File: config.mk
export PLATFORM = sky130hd
export DESIGN_NAME = memfill_tester
export DESIGN_NICKNAME = d
export VERILOG_FILES = /design/src/rtl/memfill_pkg.sv /design/src/rtl/memfill_seq.sv /design/src/rtl/memfill_lat.sv /design/src/rtl/memfill_tester.sv
export SDC_FILE = /design/constraint.sdc
export NUM_CORES = 1
export LEC_CHECK = 0
export BUFFER_PORTS_ARGS = -buffer_cell sky130_fd_sc_hd__buf_2
export CAP_MARGIN = 25
export CORE_UTILIZATION = 40
export CTS_CLUSTER_SIZE = 12
export DETAILED_ROUTE_END_ITERATION = 16
export PLACE_DENSITY = 0.59
export SLEW_MARGIN = 10
export SYNTH_ARGS = -nofsm -noshare
export SYNTH_HDL_FRONTEND = slang
export SYNTH_HIERARCHICAL = 1
export SYNTH_SLANG_ARGS = --single-unit
File: constraint.sdc
create_clock -name clk -period 4.5 [get_ports clk]
set_clock_uncertainty 0.1 [all_clocks]
set_input_delay 0.45 -clock clk [delete_from_list [all_inputs] [get_ports clk]]
set_output_delay 0.45 -clock clk [all_outputs]
set_load 0.01 [all_outputs]
File: src/rtl/memfill_pkg.sv
package memfill_pkg;
  typedef enum logic [1:0] {
    MF_IDLE  = 2'd0,
    MF_FILL  = 2'd1,
    MF_ISSUE = 2'd2,
    MF_WAIT  = 2'd3
  } mf_state_e;
endpackage

File: src/rtl/memfill_seq.sv
// Address pointer and pattern value that advance together.
module memfill_seq #(
  parameter int ADDR_W = 8,
  parameter int DATA_W = 8
) (
  input  logic              clk,
  input  logic              rst_n,
  input  logic              load,
  input  logic              step,
  input  logic [ADDR_W-1:0] base,
  output logic [ADDR_W-1:0] addr,
  output logic [DATA_W-1:0] value
);
  always_ff @(posedge clk) begin
    if (!rst_n) begin
      addr  <= '0;
      value <= '0;
    end else if (load) begin
      addr  <= base;
      value <= DATA_W'(1);
    end else if (step) begin
      addr  <= addr + ADDR_W'(1);
      value <= value + DATA_W'(1);
    end
  end
endmodule

File: src/rtl/memfill_lat.sv
// Counts cycles since a read request; flags the sampling cycle.
module memfill_lat #(
  parameter int RD_LAT = 2
) (
  input  logic clk,
  input  logic rst_n,
  input  logic arm,
  output logic expired
);
  localparam int CW = $clog2(RD_LAT + 1);
  localparam logic [CW-1:0] LAST = CW'(RD_LAT);
  logic [CW-1:0] cnt;

  always_ff @(posedge clk) begin
    if (!rst_n) begin
      cnt <= '0;
    end else if (arm) begin
      cnt <= CW'(1);
    end else if (cnt == LAST) begin
      cnt <= '0;
    end else if (cnt != '0) begin
      cnt <= cnt + CW'(1);
    end
  end

  assign expired = (cnt == LAST);
endmodule

File: src/rtl/memfill_tester.sv
module memfill_tester #(
  parameter int ADDR_W = 8,
  parameter int DATA_W = 8,
  parameter int RD_LAT = 2
) (
  input  logic              clk,
  input  logic              rst_n,
  input  logic              start,
  input  logic              prereq_ok,
  input  logic [ADDR_W-1:0] lo_addr,
  input  logic [ADDR_W-1:0] hi_addr,
  output logic              mem_req,
  output logic              mem_we,
  output logic [ADDR_W-1:0] mem_addr,
  output logic [DATA_W-1:0] mem_wdata,
  input  logic [DATA_W-1:0] mem_rdata,
  output logic              busy,
  output logic              done,
  output logic              pass,
  output logic              fail,
  output logic              range_err,
  output logic [ADDR_W-1:0] fail_addr,
  output logic [DATA_W-1:0] fail_exp,
  output logic [DATA_W-1:0] fail_obs
);
  import memfill_pkg::*;

  mf_state_e         state;
  logic [ADDR_W-1:0] lo_q, hi_q;
  logic [ADDR_W-1:0] ptr;
  logic [DATA_W-1:0] pat;
  logic              accept, seq_load, seq_step, at_end, expired, mismatch;
  logic [ADDR_W-1:0] seq_base;

  assign accept   = (state == MF_IDLE) && start && prereq_ok;
  assign at_end   = (ptr == hi_q);
  assign mismatch = (mem_rdata != pat);

  // load at accepted start (from inputs) and at fill->verify turn (latched)
  assign seq_load = (accept && !(hi_addr < lo_addr)) ||
                    ((state == MF_FILL) && at_end);
  assign seq_base = (state == MF_IDLE) ? lo_addr : lo_q;
  assign seq_step = ((state == MF_FILL) && !at_end) ||
                    ((state == MF_WAIT) && expired && !mismatch && !at_end);

  memfill_seq #(.ADDR_W(ADDR_W), .DATA_W(DATA_W)) seq_i (
    .clk(clk), .rst_n(rst_n), .load(seq_load), .step(seq_step),
    .base(seq_base), .addr(ptr), .value(pat)
  );

  memfill_lat #(.RD_LAT(RD_LAT)) lat_i (
    .clk(clk), .rst_n(rst_n), .arm(state == MF_ISSUE), .expired(expired)
  );

  always_ff @(posedge clk) begin
    if (!rst_n) begin
      state     <= MF_IDLE;
      lo_q      <= '0;
      hi_q      <= '0;
      done      <= 1'b0;
      pass      <= 1'b0;
      fail      <= 1'b0;
      range_err <= 1'b0;
      fail_addr <= '0;
      fail_exp  <= '0;
      fail_obs  <= '0;
    end else begin
      done <= 1'b0;
      unique case (state)
        MF_IDLE: begin
          if (accept) begin
            pass <= 1'b0;
            fail <= 1'b0;
            if (hi_addr < lo_addr) begin
              range_err <= 1'b1;
              done      <= 1'b1;
            end else begin
              range_err <= 1'b0;
              lo_q      <= lo_addr;
              hi_q      <= hi_addr;
              state     <= MF_FILL;
            end
          end
        end
        MF_FILL: begin
          if (at_end) state <= MF_ISSUE;
        end
        MF_ISSUE: state <= MF_WAIT;
        MF_WAIT: begin
          if (expired) begin
            if (mismatch) begin
              fail      <= 1'b1;
              fail_addr <= ptr;
              fail_exp  <= pat;
              fail_obs  <= mem_rdata;
              done      <= 1'b1;
              state     <= MF_IDLE;
            end else if (at_end) begin
              pass  <= 1'b1;
              done  <= 1'b1;
              state <= MF_IDLE;
            end else begin
              state <= MF_ISSUE;
            end
          end
        end
        default: state <= MF_IDLE;
      endcase
    end
  end

  assign mem_req   = (state == MF_FILL) || (state == MF_ISSUE);
  assign mem_we    = (state == MF_FILL);
  assign mem_addr  = ptr;
  assign mem_wdata = pat;
  assign busy      = (state != MF_IDLE);
endmodule

==> key figures <==
Clock tree
  • Clock buffer count from CTS: 9
  • Post-CTS Setup Bufs: 0
  • Reg clk slew, reported paths: 0.07 ns
  • Sink Count: 64
  • Htree depth: 3
  • Clk buf depth: 2
  • # hold bufs at CTS: 0
  • Clk Latency, worst-skew pair: 0.33 ns
  • Post_cts resized: 0
  • Root Buffer: clkbuf_8
  • CTS tree: done

Timing
  • Final setup vio count: 0
  • Fin crit period: 3.283 ns
  • Slew HR: 52.07%
  • Fin crit share: 72.96%
  • Final hold vios: 0
  • Final slew viol count: 0
  • Fin Setup TNS: 0 ns
  • Max Freq: 304.6 MHz
  • Unrepaired setup endpoints after global routing: no
  • Worst-Margin Slew: 0.7189 ns

Yosys
  • Top cell type's share of synthesized area: between 40% and 50%
  • Avg Inst Size Synth: 9.167 sq um
  • Register area share after synthesis: between 40% and 50%
  • Post-Syn Area: 3172 sq um
  • Post-synth ARST share: 0%
  • Ys Warns: 6
  • Number of flops mapped to enable cells by yosys: 0
  • Mapped Nets: 391
  • Ys flop type: dfxtp_1
  • Synth unique cells: between 40 and 50
  • Biggest area consumer among synthesized cells: dfxtp_1
  • Count of state elements after synthesis: 64
  • Ranking of synthesized cells by area: dfxtp_1 (40%), mux2i_1 (8.8%), ha_1 (6.7%)
  • Post-Syn Instances: 346

Pwr
  • VDD IR max: 0.1531 mV
  • PwrDens: around 400 nW/um^2
  • Power Total: 0.001513 W
  • Leakage: between 1.5 and 2 nW

Run status
  • Status: complete, no violations

Global routing
  • Total global-route track usage: 19.55%
  • Largest net degree at the start of global routing: 26
  • Vias in the first global route: approximately 2,600
  • GRT Residual Overflow: 0
  • Initial antenna violation count: 0
  • First-pass GRT wire length: approximately 13,000 um

Routing
  • DRT Pass-1 Iters: 4
  • Vias/cell: 5.085
  • Starting DRT DRC Count: ~140
  • Drt total wl: roughly 7600 um
  • # DRC: 0
  • Overall via count from detail_route: 2,680
  • Avg WL per Cell: ~14 um
  • Antenna Nets Post-Route: 0

Floorplanning
  • Die width: just over 90 um
  • Core box area: 7687 sq um
  • Die area: 8289 sq um
  • Rows: 32
  • IO Count: 75
  • Initial Utilization: roughly 41%
  • Die Y: 91.05 um

Placement
  • Number of I/O port buffers: between 70 and 80
  • DP HPWL: roughly 5500 um
  • Inst Count DP: 511
  • Gpl congestion: 0.7974

Worst setup path
  • Worst-path maximum fanout: 19
  • Startpoint types: flip-flop
  • Kind of critical path: reg -> reg
  • Critical path arrival: roughly 3.4 ns
  • Crit end category: flip-flop
  • Worst Path Required: 4.62 ns

Worst hold path
  • Hold crit path type: in -> reg

Final layout
  • Antenna cell count: 0
  • Leading cell types in the layout, fill and taps excluded: buf_2 (74), dfxtp_1 (64), nor2_1 (35), nand2_1 (29)
  • Nets: 465
  • Commonest non-fill, non-tap cell in the layout: buf_2
  • Area growth syn-to-layout: 19.80%
  • Fillers: 770
  • Layout cells sized above 1: 25.88%
  • Final Non-Filler Cells: 527
  • Final core occ: 49.43%

Flow run
  • Maxcap violations: 0
## worst max-delay path: stages (launching register included)
cell,delay (ns)
dfxtp_1,0.36
inv_1,0.12
ha_1,0.60
nand3_1,0.65
nor2_4,0.54
a31o_2,0.26
inv_1,0.19
nand2_1,0.26
nor2_1,0.08
## cell type report
type / instances / area, sq um / share of cell area, %
Clock inverter: 5 / 31.28 / 0.8232
Clock buffer: 11 / 151.4 / 3.984
Sequential cell: 64 / 1281 / 33.72
Timing Repair Buffer: 77 / 392.9 / 10.34
Inverter: 17 / 63.81 / 1.679
Tap cell: 102 / 127.6 / 3.359
Multi-Input combinational cell: 251 / 1752 / 46.10
## flip-flops by register name (all words and copies together), names as in the netlist
register,flops
fail_exp,8
lo_q,8
seq_i/addr,8
seq_i/value,8
fail_addr,8
fail_obs,8
done,1
hi_q,8
fail,1
range_err,1
lat_i/cnt,2
pass,1
state,2
## metrics by stage
step           area [sq um]  hold slack, ns  setup slack [ns]
6_report               3800          0.2771             1.217
5_1_grt                3800          0.2651            0.8158
4_1_cts                3800          0.2547             1.194
3_5_place_dp           3617          0.3490             1.055
3_3_place_gp           3617          0.3456             1.128
2_1_floorplan          3172          0.3513             1.651
## cells by family after synthesis
kind of cell | share of synthesized area [%]
buf+inv | 4.379
flops | 40.39
xor+xnor | 6.627
simple gates | 16.29
compound gates | 13.93
mux | 11.68
fa+ha+maj | 6.706
## power by group
part           leakage [nW]  total (W)  internal (W)  switching, W
Combinational          1.02   0.000402      0.000176      0.000226
Clock                0.0951   0.000445      0.000228      0.000217
Sequential            0.518   0.000666      0.000607     0.0000593
## per-layer routing
layer | track usage (%) | wire length (um) | vias to the layer above
met4 | 8.862 | 146 | 0
li1 | - | - | 1357
met5 | 0 | 0 | -
met3 | 3.183 | 211 | 12
met1 | 26.52 | 3786 | 1264
met2 | 30.43 | 3453 | 47
## synthesized netlist by cell type, types with 2 or more instances
| library cell | number |
|---|---|
| dfxtp_1 | 64 |
| nor2_1 | 35 |
| nand2_1 | 29 |
| a21oi_1 | 28 |
| mux2i_1 | 28 |
| o21ai_0 | 28 |
| ha_1 | 17 |
| inv_1 | 16 |
| xor2_1 | 14 |
| nand4_1 | 12 |
| xnor2_1 | 10 |
| mux2_2 | 8 |
| clkbuf_1 | 7 |
| nand3_1 | 6 |
| or3_1 | 5 |
| a31oi_1 | 4 |
| buf_4 | 3 |
| buf_2 | 2 |
| nand2b_1 | 2 |
| nor4_4 | 2 |
| o311a_1 | 2 |
## final timing paths
path / start / depth (start not counted) / end / slack [ns]
min reg2reg: range_err / 2 / range_err / 0.36
max: state[0] / 8 / seq_i/value[1] / 1.22
max reg2reg: state[0] / 8 / seq_i/value[1] / 1.22
min: lo_addr[2] / 3 / lo_q[2] / 0.28
Power figures use the tool's default switching activity.
